<file path="src/rtl/dzp_pkg.sv">
package dzp_pkg;
  localparam int unsigned DZP_PAIRS = 2;
  localparam int unsigned DZP_GAP_W = 8;
endpackage

</file>
<file path="src/rtl/dzp_rst_sync.sv">
module dzp_rst_sync (
  input  logic clk,
  input  logic rst_n,
  output logic rst_sync_n
);
  logic [1:0] sync_q;

  always_ff @(posedge clk or negedge rst_n) begin
    if (!rst_n) sync_q <= '0;
    else        sync_q <= {sync_q[0], 1'b1};
  end

  assign rst_sync_n = sync_q[1];
endmodule

</file>
<file path="src/rtl/dzp_gap_cnt.sv">
module dzp_gap_cnt #(
  parameter int unsigned GAP_W = 8
) (
  input  logic             clk,
  input  logic             rst_n,
  input  logic             clr,
  input  logic             load,
  input  logic [GAP_W-1:0] load_val,
  input  logic             tick,
  output logic             busy
);
  logic [GAP_W-1:0] cnt_q, cnt_d;
  logic             cnt_en;

  assign busy = (cnt_q != '0);

  // next-state: clear wins, then reload on edge, then tick-gated decrement
  always_comb begin
    cnt_d = cnt_q;
    if (clr)               cnt_d = '0;
    else if (load)         cnt_d = load_val;
    else if (tick && busy) cnt_d = cnt_q - 1'b1;
  end

  assign cnt_en = clr | load | (tick & busy);

  always_ff @(posedge clk or negedge rst_n) begin
    if (!rst_n)      cnt_q <= '0;
    else if (cnt_en) cnt_q <= cnt_d;
  end
endmodule

</file>
<file path="src/rtl/dzp_pair.sv">
module dzp_pair #(
  parameter int unsigned GAP_W = 8
) (
  input  logic             clk,
  input  logic             rst_n,
  input  logic             en,
  input  logic [GAP_W-1:0] gap,
  input  logic             tick,
  input  logic             src,
  input  logic             partner,
  output logic             out_ph,
  output logic             out_nph
);
  logic src_q, src_d;
  logic src_edge;
  logic gap_busy;

  assign src_d    = src;
  assign src_edge = src ^ src_q;

  always_ff @(posedge clk or negedge rst_n) begin
    if (!rst_n) src_q <= 1'b0;
    else        src_q <= src_d;
  end

  dzp_gap_cnt #(.GAP_W(GAP_W)) u_cnt (
    .clk      (clk),
    .rst_n    (rst_n),
    .clr      (~en),
    .load     (en & src_edge),
    .load_val (gap),
    .tick     (tick),
    .busy     (gap_busy)
  );

  // outputs: each phase is on only when the gap count has run out
  always_comb begin
    if (en) begin
      out_ph  =  src_q & ~gap_busy;
      out_nph = ~src_q & ~gap_busy;
    end else begin
      out_ph  = src;
      out_nph = partner;
    end
  end
endmodule

</file>
<file path="src/rtl/dzp_top.sv">
module dzp_top
  import dzp_pkg::*;
#(
  parameter int unsigned PAIRS = DZP_PAIRS,
  parameter int unsigned GAP_W = DZP_GAP_W
) (
  input  logic                   clk,
  input  logic                   rst_n,
  input  logic [PAIRS-1:0]       dz_en,
  input  logic [PAIRS*GAP_W-1:0] dz_gap,
  input  logic [PAIRS-1:0]       dz_tick,
  input  logic [2*PAIRS-1:0]     pwm_raw,
  output logic [2*PAIRS-1:0]     pwm_out
);
  localparam int unsigned CH = 2 * PAIRS;

  logic rst_int_n;
  logic [CH-1:0] out_w;

  dzp_rst_sync u_rst (
    .clk        (clk),
    .rst_n      (rst_n),
    .rst_sync_n (rst_int_n)
  );

  for (genvar p = 0; p < PAIRS; p++) begin : g_pair
    dzp_pair #(.GAP_W(GAP_W)) u_pair (
      .clk     (clk),
      .rst_n   (rst_int_n),
      .en      (dz_en[p]),
      .gap     (dz_gap[p*GAP_W +: GAP_W]),
      .tick    (dz_tick[p]),
      .src     (pwm_raw[2*p]),
      .partner (pwm_raw[2*p+1]),
      .out_ph  (out_w[2*p]),
      .out_nph (out_w[2*p+1])
    );
  end

  assign pwm_out = out_w;
endmodule

</file>
<file path="config.mk">
export PLATFORM = sky130hd
export DESIGN_NAME = dzp_top
export DESIGN_NICKNAME = d
export VERILOG_FILES = /design/src/rtl/dzp_pkg.sv /design/src/rtl/dzp_rst_sync.sv /design/src/rtl/dzp_gap_cnt.sv /design/src/rtl/dzp_pair.sv /design/src/rtl/dzp_top.sv
export SDC_FILE = /design/constraint.sdc
export NUM_CORES = 1
export LEC_CHECK = 0
export ABC_CLOCK_PERIOD_IN_PS = 1400
export BUFFER_PORTS_ARGS = -buffer_cell sky130_fd_sc_hd__buf_2
export CAP_MARGIN = 20
export CORE_MARGIN = 8
export CORE_UTILIZATION = 47
export CTS_CLUSTER_DIAMETER = 80
export DETAILED_ROUTE_END_ITERATION = 10
export PLACE_DENSITY = 0.75
export SYNTH_ARGS = -nofsm -noshare
export SYNTH_HDL_FRONTEND = slang
export SYNTH_HIERARCHICAL = 1
export SYNTH_SLANG_ARGS = --single-unit
</file>
<file path="constraint.sdc">
create_clock -name clk -period 1.4 [get_ports clk]
set_input_delay 0.07 -clock clk [delete_from_list [all_inputs] [get_ports clk]]
set_output_delay 0.07 -clock clk [all_outputs]
set_load 0.02 [all_outputs]
</file>
# == After elaboration in Yosys (flattened, before gate mapping) ==
# Index checks and enable logic that the tools add are counted.
# totals
out_inout_bits,4
input_bits,26
elab_cells,45
regBits,20
# op_classes
n_addsub,2
bitwise_logic,20
mux,10
n_reduce_logical,6
eq_ne,2
# ops
op,n
2-to-1 mux 8 bit,6
nonzero test 8 bit,2
"subtractor 8 x 1 -> 8 bit, second input constant",2
AND 1 bit,8
"inequality test 3 x 1 -> 1 bit, second input constant",2
NOT 1 bit,6
2-to-1 mux 1 bit,4
bitwise OR 1 bit,4
AND reduction 2 bit,2
logical AND 1 bit,2
bitwise XOR 1 bit,2

# == Longest topological paths before layout ==
# Gate-level depths: netlist of run 1.
# depth
word_depth,5
depth_mapped,6
mapped_depth_nobuf,6

# == Cells and area by module ==
# Netlist of run 1, hierarchy kept.
# by_module_without_submodules
mod,n_inst,cells_per_inst,seq_area_each_um2,area_each_um2
dzp_gap_cnt,2,57,200.2,505.5
dzp_pair,2,8,25.0,76.3
dzp_rst_sync,1,3,50.0,53.8

# == Worst setup path before layout of run 1 ==
# Ideal clock, no wire load.
# synth_path
kind,reg-to-reg
startpoint,register g_pair[0].u_pair.u_cnt.cnt_q[0]
endpoint,register g_pair[0].u_pair.u_cnt.cnt_q[7]
n_path_buf,0
path_slack_ns,-0.292
arrival_ns,1.598
stages_incl_launch_ff,5
t_required_ns,1.306
period_less_slack_ns,1.692
setup_time_ns,0.094
path_cell_list,dfrtp_1 > or3b_1 > or4b_1 > mux2i_1 > a211oi_1
# synth_via
elab_chain_cells,4
word_cells_on_any_way,10
cone_classes,add/sub: 1; eq/ne: 1; mux: 3; bitwise: 2; reduce/logical: 3
# synth_rtl
element,line_no,source
start: declaration,dzp_gap_cnt.sv:12,"logic [GAP_W-1:0] cnt_q, cnt_d;"
start signal: assignment,dzp_gap_cnt.sv:29,else if (cnt_en) cnt_q <= cnt_d;
subtractor 8 x 1 -> 8 bit / nonzero test 8 bit (equally long branches),"dzp_gap_cnt.sv:22, dzp_gap_cnt.sv:15",
"2-to-1 mux 8 bit, or another cell as far along",dzp_gap_cnt.sv:22,else if (tick && busy) cnt_d = cnt_q - 1'b1;
"2-to-1 mux 8 bit, or another cell as far along",dzp_gap_cnt.sv:21,else if (load) cnt_d = load_val;
2-to-1 mux 8 bit / AND reduction 2 bit (equally long branches),n/a,
# Several ways; a longest one is shown, not always the timed one. The select of a mux whose other input is x is not followed.
# A chain may end at the register's enable or synchronous reset.

# == Worst setup path in the final report of run 1 ==
# layout_path
startpoint,register g_pair[0].u_pair.u_cnt.cnt_q[0]
endpoint,output pwm_out[1]
# layout_via
elab_chain_cells,4
# layout_rtl
element,line_no,source
nonzero test 8 bit,dzp_gap_cnt.sv:15,assign busy = (cnt_q != '0);
net g_pair[0].u_pair.gap_busy,dzp_pair.sv:16,logic gap_busy;
NOT 1 bit,dzp_pair.sv:40,out_nph = ~src_q & ~gap_busy;
AND 1 bit,dzp_pair.sv:40,
2-to-1 mux 1 bit,dzp_pair.sv:38,if (en) begin
end: declaration,dzp_top.sv:13,output logic [2*PAIRS-1:0] pwm_out
# The timed path passes the listed nets, and every way through them passes these cells.

==> qor.txt, run 1 <==
Reg-to-reg setup timing slack: -0.35 ns
Die Y: 66.9 um
Post-route cell area: 0.00206 mm2
Synthesized area per cell: 9.15 um2
IO Pins: 30
Seq/Total Area, Yosys: 41.1%
Max cap viols: 0
Area delta synth->final: 69.0%
Critical path peak fanout: 2
DR vias/cell: 5.84
Worst setup EP type: output port
Largest net degree at the start of global routing: 16
Most frequent cells in the layout: 36 x buf_4, 25 x buf_2, 18 x nor2_1
Clock Tree Root: clkbuf_4
Total GRT Usage: 18.1%
Status: finished, violations left
Worst Skew: 0.00743 ns
Antenna Cells: 0
Unrepaired setup endpoints after global routing: true
Post-route clock period utilization: 130%
DR WL met2: 2350 um
Cell Area, Placed: 0.00165 mm2
Syn Inst Count: 133
Inst Count DP: 222
Vias: 1,372
Async S/R FF share, synth: 100%
Number of unique standard cell types used by synthesis: 26
Final WL: 4550 um
Initial detailed-routing violation count: 97
Syn_nets: 161
Post-detail-place hpwl: 2650 um
Antenna violations before repair: 0
Wl on met1: 1760 um
Most common cell after layout, fill and taps aside: buf_4
WP data arrival: 1.75 ns
Num CTS Buffers: 3
Min-delay src: dz_gap[9]
Die width: 66.9 um
Gr ovfl total: 0
Row Count: 18
DRC: 0
Leakage: 0.948 nW
Nets@finish: 235
Critical path type: reg2out
Number of enable flip-flop cells after synthesis: 0
Final antenna-violating net count: 0
Vias in the first global route: 1,425
Final hold slack: -0.00771 ns
CTS Sinks: 20
Ys flop type: dfrtp_1
CP Launch Type: register
Fin crit period: 1.82 ns
Top Metal Used: met4
Yosys warns: 6
Worst Path Required: 1.33 ns
Die Area: 0.00447 mm2
Core Area: 0.00248 mm2
Worst R2R Path Depth: 4
# setup viols final: 19
Final hold vios: 1
First-pass GRT wire length: 6330 um
Worst R2R Start: g_pair[0].u_pair/u_cnt/cnt_q[1]$_DFFE_PN0P_
Mapped Area: 0.00122 mm2
H-tree depth: 1
Achievable Freq: 548 MHz
Finished Layout Cells: 235
Layout cells sized above 1: 60.5%
Initial core utilization: 49.1%
GPL Wtd Cong: 0.946
Worst vdd ir: 0.00120 V
Final slew viol count: 0
Min-Delay Path Depth: 3
TNS Setup: -4.68 ns
Met3 Wirelength: 326 um
Failing checks: negative hold slack, negative setup slack
CTS max path bufs: 2
Number of synthesized register bits: 20
Clk_lat worst skew: 0.31 ns
Port Buffers: 29
Hold Path Class: in2reg
Worst hold path endpoint: g_pair[1].u_pair/u_cnt/cnt_q[1]$_DFFE_PN0P_
R2r endpoint: g_pair[0].u_pair/u_cnt/cnt_q[7]$_DFFE_PN0P_
Power Dens Cells: 1120 mW/mm2
Worst setup margin: -0.424 ns
CTS tree: done
Clock slew seen by the registers of the worst setup and hold paths: 0.12 ns
Per-cell routed wire length: 19.4 um
First-pass iteration count of the detailed router: 4
layer usage:
metal	track usage (%)	vias up
met3	4.36	14
met1	20.8	674
met2	31.4	60
li1	-	624
met5	0	-
met4	6.79	0
Yosys cell counts (4+ instances only):
cell	count	area (um2)
a311oi_1	4	35.0
nand2_1	10	37.5
a21oi_1	4	20.0
a22o_1	4	35.0
nor2_1	22	82.6
inv_1	12	45.0
nor3_1	4	20.0
dfrtp_1	20	500
a211oi_1	12	90.1
a221oi_1	4	35.0
xnor2_1	8	70.1
registers in the layout, indices dropped and copies added (netlist names):
| name | flops |
|---|---|
| g_pair.u_pair/u_cnt/cnt_q | 16 |
| g_pair.u_pair/src_q | 2 |
| u_rst/sync_q | 2 |
worst max-delay path: stages, from the launching register on:
cell     delay (ns)
dfrtp_1        0.40
inv_2          0.09
ha_4           0.14
nor4b_4        0.30
nand2_4        0.11
nor2b_4        0.13
a22o_1         0.15
buf_6          0.12
how the worst max path moves through the flow:
stage               slack, ns                                   startpoint                                           to  cells after the start
floorplan               -0.29  g_pair[0].u_pair/u_cnt/cnt_q[1]$_DFFE_PN0P_  g_pair[0].u_pair/u_cnt/cnt_q[7]$_DFFE_PN0P_                      4
global placement        -0.30  g_pair[1].u_pair/u_cnt/cnt_q[1]$_DFFE_PN0P_  g_pair[1].u_pair/u_cnt/cnt_q[7]$_DFFE_PN0P_                      4
detailed placement      -0.35  g_pair[1].u_pair/u_cnt/cnt_q[1]$_DFFE_PN0P_  g_pair[1].u_pair/u_cnt/cnt_q[7]$_DFFE_PN0P_                      4
CTS                     -0.43  g_pair[0].u_pair/u_cnt/cnt_q[1]$_DFFE_PN0P_                                   pwm_out[1]                      8
global route            -0.50  g_pair[0].u_pair/u_cnt/cnt_q[0]$_DFFE_PN0P_                                   pwm_out[0]                      7
finish                  -0.42  g_pair[0].u_pair/u_cnt/cnt_q[0]$_DFFE_PN0P_                                   pwm_out[1]                      7
timing repair:
item / CTS / global route
setup endpoints to repair: 20 / 20
buffers inserted: 4 / 5
hold endpoints to repair: 4 / 0
pin swaps: 19 / 19
gates resized for setup: 36 / 34
gates cloned: 0 / 0
hold buffers: 3 / 0
layout make-up:
type,instances,area (um2)
flip-flops and latches,20,504
fillers,135,420
multi-input cells,95,913
inverters,14,52.6
repair buffers,73,527
well taps,30,37.5
clock buffers,3,22.5
logic make-up (layout without fill, tap and decap cells):
logic type	Yosys count	after routing	share of synthesized area, %
and+or+nand+nor	46	46	20.4
AOI/OAI and AO/OA	36	36	23.2
DFF	20	20	41.1
buffers and inverters	18	90	5.55
xor gates and xnor gates	8	8	5.76
adders and majority gates	2	2	2.06
muxes	2	2	1.64
other	1	1	0.308
per-stage QoR:
step	power (W)	hold WS [ns]	utilization [%]	setup slack [ns]
after floorplan	0.00117	-0.226	-	-0.292
after global placement	0.00150	-0.144	66.6	-0.300
after detailed placement	0.00155	-0.142	66.6	-0.355
after CTS	0.00201	0.0126	75.5	-0.430
after global routing	0.00240	-0.00590	83.0	-0.496
final	0.00230	-0.00771	83.0	-0.424
power by group:
group,switching [W],internal (W)
Combinational,0.000617,0.000649
Sequential,0.0000892,0.000653
Clock,0.000188,0.000101
Total,0.000894,0.00140
No activity file was read; power rests on OpenSTA's default activity.
==> inputs of run 2 (changes only) <==
PLACE_DENSITY = 0.79   (was 0.75)
==> run 2 against run 1 <==
Against the previous run: the run ends with negative setup slack left; first-iteration DRC count is 23% lower; critical path depth fell by 3; flip-flop and latch count is the same; largest cell class unchanged; non-clock buffer count grew 5; clock skew decreased by 0.00052 ns; utilization fell by 0.66 points; highest routed layer unchanged; final area is 0.79% lower.
==> qor.txt, run 2 (same netlist as run 1, synthesis figures left out) <==
Initial detailed-routing violation count: 75 (-23%)
Crit path capture: g_pair[1].u_pair/u_cnt/cnt_q[7]$_DFFE_PN0P_
First-pass iteration count of the detailed router: 4 (unchanged)
TNS Setup: -5.62 ns (-0.933 ns)
Final WL: 4430 um (-2.7%)
# setup viols final: 20 (+1)
Critical path peak fanout: 2 (unchanged)
Core Area: 0.00248 mm2 (unchanged)
Per-cell routed wire length: 18.5 um (-4.7%)
Worst Skew: 0.00691 ns (-0.000522 ns)
Port Buffers: 29 (unchanged)
Pre-CTS WS: -0.367 ns (-0.0121 ns)
DRC: 0 (unchanged)
Worst Path Required: 1.60 ns (+0.27 ns)
Antenna violations before repair: 0 (unchanged)
Gr ovfl total: 0 (unchanged)
Max FFs per register: 16 (unchanged)
Antenna Cells: 0 (unchanged)
Max cap viols: 0 (unchanged)
Leakage: 0.962 nW (+1.4%)
Failing checks: negative setup slack
Clock Tree Root: clkbuf_4
Most frequent cells in the layout: 38 x buf_4, 25 x buf_2, 20 x nor2_1
Worst vdd ir: 0.000896 V (-25%)
Top Registers: g_pair.u_pair/u_cnt/cnt_q: 16 flops, g_pair.u_pair/src_q: 2 flops, u_rst/sync_q: 2 flops
Inst Count DP: 221 (-0.45%)
Total GRT Usage: 19.2% (+1.1 points)
CP Launch Point: g_pair[1].u_pair/u_cnt/cnt_q[1]$_DFFE_PN0P_
Met1 Usage GRT: 19.8% (-0.97 points)
Achievable Freq: 526 MHz (-4.1%)
Vias: 1,370 (-0.15%)
Biggest register: g_pair.u_pair/u_cnt/cnt_q
Worst setup margin: -0.503 ns (-0.0785 ns)
Reg-to-reg setup timing slack: -0.50 ns (-0.15 ns)
Status: finished, violations left
GPL Wtd Cong: 0.909 (-4.0%)
Die Y: 66.9 um (unchanged)
Fin crit period: 1.90 ns (+0.0785 ns)
IO Pins: 30 (unchanged)
CTS tree: done
Hold Path Class: in2reg
Post-detail-place hpwl: 2670 um (+0.86%)
CTS Sinks: 20 (unchanged)
R2r endpoint: g_pair[1].u_pair/u_cnt/cnt_q[7]$_DFFE_PN0P_
Clk_lat worst skew: 0.31 ns (about the same)
Final slew viol count: 0 (unchanged)
Die width: 66.9 um (unchanged)
GRT busiest layer: met2
Most common cell after layout, fill and taps aside: buf_4
Nets@finish: 240 (+2.1%)
WP data arrival: 2.10 ns (+0.35 ns)
Num CTS Buffers: 3 (unchanged)
DR vias/cell: 5.71 (-2.2%)
Worst R2R Path Depth: 4 (unchanged)
CTS max path bufs: 2 (unchanged)
Row Count: 18 (unchanged)
Area delta synth->final: 67.6%
Post-route clock period utilization: 136% (+5.6 points)
Worst setup EP type: register
CP Launch Type: register
Finished Layout Cells: 240 (+2.1%)
Largest net degree at the start of global routing: 13 (-3)
First-pass GRT wire length: 6550 um (+3.4%)
Met3 usage: 4.53% (+0.17 points)
Worst R2R Start: g_pair[1].u_pair/u_cnt/cnt_q[1]$_DFFE_PN0P_
Met2 Use GR: 34.6% (+3.2 points)
Final hold vios: 0 (-1)
Final antenna-violating net count: 0 (unchanged)
Vias in the first global route: 1,420 (-0.35%)
Layout cells sized above 1: 55.7% (-4.8 points)
Die Area: 0.00447 mm2 (unchanged)
Power Dens Cells: 1090 mW/mm2 (-2.0%)
Clock slew seen by the registers of the worst setup and hold paths: 0.11 ns (about the same)
Critical path type: reg2reg
H-tree depth: 1 (unchanged)
Initial core utilization: 49.1% (unchanged)
Unrepaired setup endpoints after global routing: true
[run 2: layout make-up]
| cell class | count | area, um2 |
|---|---|---|
| Tap cell | 30 | 37.5 |
| Inverter | 14 | 55.1 |
| Sequential cell | 20 | 505 |
| Timing Repair Buffer | 78 | 579 |
| Clock buffer | 3 | 22.5 |
| Fill cell | 156 | 437 |
| Multi-Input combinational cell | 95 | 841 |
[run 2: what timing repair did]
action | 4_1_cts | 5_1_grt
endpoints found under the hold margin | 5 | 3
resized for setup | 40 | 17
setup buffers | 7 | 5
pin swaps | 25 | 14
endpoints found under the setup margin | 20 | 20
hold buffers | 4 | 3
[run 2: critical path, cell delays in order (launching register included)]
cell and delay (ns):
dfrtp_1 0.41, or3b_1 0.42, or4b_4 0.55, mux2i_1 0.15, a211oi_1 0.27
[run 2: metal layers]
metal	share of wire, %	wire length [um]	vias to the layer above
met5	0	0	-
met4	4.1	182	0
met3	4.8	212	22
met2	53	2350	52
met1	38	1680	661
li1	-	-	635
[run 2: metrics by stage]
stage / hold slack (ns) / total power (W) / utilization [%] / area, um2
floorplan: -0.226 / 0.00117 / - / 1230
CTS: 0.0000462 / 0.00209 / 78.0 / 1930
global route: 0.000578 / 0.00235 / 82.4 / 2040
global placement: -0.143 / 0.00150 / 66.8 / 1660
finish: 0.0110 / 0.00223 / 82.4 / 2040
detailed placement: -0.140 / 0.00154 / 66.8 / 1660
[run 2: worst min path at each step]
stage / startpoint / endpoint / depth (start not counted)
floorplan: rst_n / u_rst/sync_q[0]$_DFF_PN0_ / 0
global placement: rst_n / u_rst/sync_q[1]$_DFF_PN0_ / 1
detailed placement: rst_n / u_rst/sync_q[0]$_DFF_PN0_ / 1
CTS: dz_gap[9] / g_pair[1].u_pair/u_cnt/cnt_q[1]$_DFFE_PN0P_ / 3
global route: dz_gap[9] / g_pair[1].u_pair/u_cnt/cnt_q[1]$_DFFE_PN0P_ / 3
finish: dz_gap[9] / g_pair[1].u_pair/u_cnt/cnt_q[1]$_DFFE_PN0P_ / 3
[run 2: power by group]
group	internal, W	total, W	switching, W
Clock	0.000101	0.000282	0.000181
Combinational	0.000650	0.00121	0.000557
Sequential	0.000654	0.000744	0.0000901
Total	0.00140	0.00223	0.000828
==> inputs of run 3 (changes only) <==
CORE_UTILIZATION = 49   (was 47)
CTS_BUF_LIST = sky130_fd_sc_hd__clkbuf_2   (was default)
MAX_ROUTING_LAYER = met4   (was default)
PLACE_DENSITY = 0.81   (was 0.79)
==> run 3 against run 2 <==
Against the previous run: the flow finishes with violations (negative hold slack, negative setup slack); critical endpoint is now pwm_out[3]; combinational power up 9%; clock-buffer cell count is the same; register-to-register slack worse by 0.09 ns; utilization grew 8.1 points; die area decreased by 3.1%; first-iteration DRC count up 41%.
==> qor.txt, run 3 (same netlist as run 1, synthesis figures left out) <==
Status: finished, violations left
Failing checks: negative hold slack, negative setup slack
Die width: 65.8 um (-1.6%)
Gr ovfl total: 0 (unchanged)
Final hold vios: 1 (+1)
Nets@finish: 251 (+4.6%)
CTS tree: done
# setup viols final: 20 (unchanged)
Antenna Cells: 0 (unchanged)
H-tree depth: 1 (unchanged)
Clock Tree Root: clkbuf_2
Worst Path Required: 1.33 ns (-0.27 ns)
CP Launch Type: register
Leakage: 1.01 nW (+5.3%)
Max FFs per register: 16 (unchanged)
Unrepaired setup endpoints after global routing: true
Final slew viol count: 0 (unchanged)
WP data arrival: 1.95 ns (-0.15 ns)
Biggest register: g_pair.u_pair/u_cnt/cnt_q
Critical path type: reg2out
Port Buffers: 29 (unchanged)
Num CTS Buffers: 3 (unchanged)
Vias: 1,540 (+12%)
Die Y: 65.8 um (-1.6%)
Per-cell routed wire length: 21.8 um (+18%)
Most frequent cells in the layout: 35 x buf_4, 25 x buf_2, 18 x nor2_1, 18 x dfrtp_1, 18 x dlygate4sd3_1
GPL Wtd Cong: 0.994 (+9.3%)
Most common cell after layout, fill and taps aside: buf_4
Core Area: 0.00241 mm2 (-2.7%)
Vias in the first global route: 1,480 (+4.2%)
Critical path peak fanout: 4 (+2)
Final WL: 5500 um (+24%)
Worst Skew: 0.0237 ns (+0.0168 ns)
Fillers: 96 (-38%)
Final hold slack: -0.00793 ns (-0.0189 ns)
Max cap viols: 0 (unchanged)
Row Count: 18 (unchanged)
Fin crit period: 2.02 ns (+0.117 ns)
Die Area: 0.00434 mm2 (-3.1%)
DR vias/cell: 6.11 (+7.1%)
Power Dens Cells: 1070 mW/mm2 (-2.5%)
Area delta synth->final: 79.1%
Layout cells sized above 1: 56.3% (+0.59 points)
CTS max path bufs: 2 (unchanged)
Post-route clock period utilization: 144% (+8.3 points)
Multi-input logic area: 877 um2 (+4.3%)
Hold Path Class: in2reg
Worst vdd ir: 0.00104 V (+17%)
Largest net degree at the start of global routing: 12 (-1)
Cell Area, Placed: 0.00167 mm2 (+0.60%)
Total GRT Usage: 20.7% (+1.5 points)
Initial detailed-routing violation count: 106 (+41%)
Initial core utilization: 50.5% (+1.4 points)
Worst setup EP type: output port
Clk_lat worst skew: 0.36 ns (+0.05 ns)
DRC: 0 (unchanged)
Final antenna-violating net count: 0 (unchanged)
CTS Sinks: 20 (unchanged)
IO Pins: 30 (unchanged)
Post-detail-place hpwl: 2730 um (+2.0%)
Top Registers: g_pair.u_pair/u_cnt/cnt_q: 16 flops, g_pair.u_pair/src_q: 2 flops, u_rst/sync_q: 2 flops
Reg area: 503 um2 (-0.50%)
First-pass iteration count of the detailed router: 4 (unchanged)
TNS Setup: -7.14 ns (-1.52 ns)
Worst setup margin: -0.620 ns (-0.117 ns)
Antenna violations before repair: 0 (unchanged)
Clock slew seen by the registers of the worst setup and hold paths: 0.18 ns (+0.07 ns)
First-pass GRT wire length: 6910 um (+5.5%)
Reg-to-reg setup timing slack: -0.59 ns (-0.09 ns)
Post-route cell area: 0.00218 mm2 (+6.9%)
Achievable Freq: 495 MHz (-5.8%)
Pre-CTS WS: -0.419 ns (-0.0523 ns)
==> run 3: cell count changes in the layout (fill, tap and decap cells not counted), moves of 2 or more <==
| cell | delta |
|---|---|
| dlygate4sd3_1 | +11 |
| nand2_2 | +5 |
| buf_6 | +4 |
| nand2_1 | -4 |
| buf_4 | -3 |
| clkbuf_2 | +3 |
| clkbuf_4 | -3 |
| dfrtp_1 | +2 |
| dfrtp_2 | -2 |
| nor2_1 | -2 |
| nor2_2 | +2 |
==> run 3: final timing paths <==
path | cells past startpoint | endpoint | startpoint
max | 6 | pwm_out[3] | g_pair[1].u_pair/u_cnt/cnt_q[4]$_DFFE_PN0P_
min | 3 | g_pair[1].u_pair/u_cnt/cnt_q[7]$_DFFE_PN0P_ | dz_gap[15]
max reg2reg | 5 | g_pair[1].u_pair/u_cnt/cnt_q[7]$_DFFE_PN0P_ | g_pair[1].u_pair/u_cnt/cnt_q[1]$_DFFE_PN0P_
min reg2reg | 1 | g_pair[1].u_pair/u_cnt/cnt_q[1]$_DFFE_PN0P_ | u_rst/sync_q[1]$_DFF_PN0_
max in group asynchronous | 3 | u_rst/sync_q[0]$_DFF_PN0_ | rst_n
min in group asynchronous | 1 | g_pair[1].u_pair/u_cnt/cnt_q[1]$_DFFE_PN0P_ | u_rst/sync_q[1]$_DFF_PN0_
==> run 3: per-layer routing <==
metal / wire, um / vias up / track usage [%]
met3: 391 / 26 / 4.41
li1: - / 650 / -
met2: 2620 / 101 / 33.9
met1: 2230 / 763 / 24.5
met4: 248 / 0 / 7.08
met5: 0 / - / -
==> run 3: through the flow <==
stage / total power (W) / instances / utilization [%] / hold slack [ns]
after floorplan: 0.00117 / 133 / - / -0.226
after detailed placement: 0.00155 / 224 / 69.1 / -0.142
after global placement: 0.00150 / 224 / 69.1 / -0.145
final: 0.00233 / 252 / 90.5 / -0.00793
after CTS: 0.00199 / 245 / 82.9 / 0.00191
after global routing: 0.00241 / 252 / 90.5 / -0.0278
==> run 3: timing repair <==
| action | 4_1_cts | 5_1_grt |
|---|---|---|
| pin swaps | 22 | 21 |
| hold buffers | 17 | 1 |
| buffers inserted | 3 | 7 |
| hold endpoints to repair | 17 | 1 |
| resized for setup | 36 | 30 |
| endpoints found under the setup margin | 20 | 20 |
==> run 3: report_power, final <==
part,total (W),switching (W),internal [W]
sequential,0.000744,0.0000921,0.000652
combinational,0.00132,0.000636,0.000682
clock,0.000265,0.000203,0.0000619
total,0.00233,0.000931,0.00140
==> run 3: critical path, stage by stage (launching register included) <==
cell and delay [ns]:
dfrtp_1 0.46, nor3_1 0.38, buf_4 0.24, nand2_2 0.10, nor2b_4 0.13, a22o_1 0.17
buf_6 0.13
==> run 3: area by class of cell <==
class                      count  share of cell area (%)
timing repair buffer          89                    31.7
multi-input combinational     95                    40.2
clock inverter                 1                   0.172
tap                           30                    1.72
inverter                      14                    2.41
clock buffer                   3                   0.688
sequential                    20                    23.1
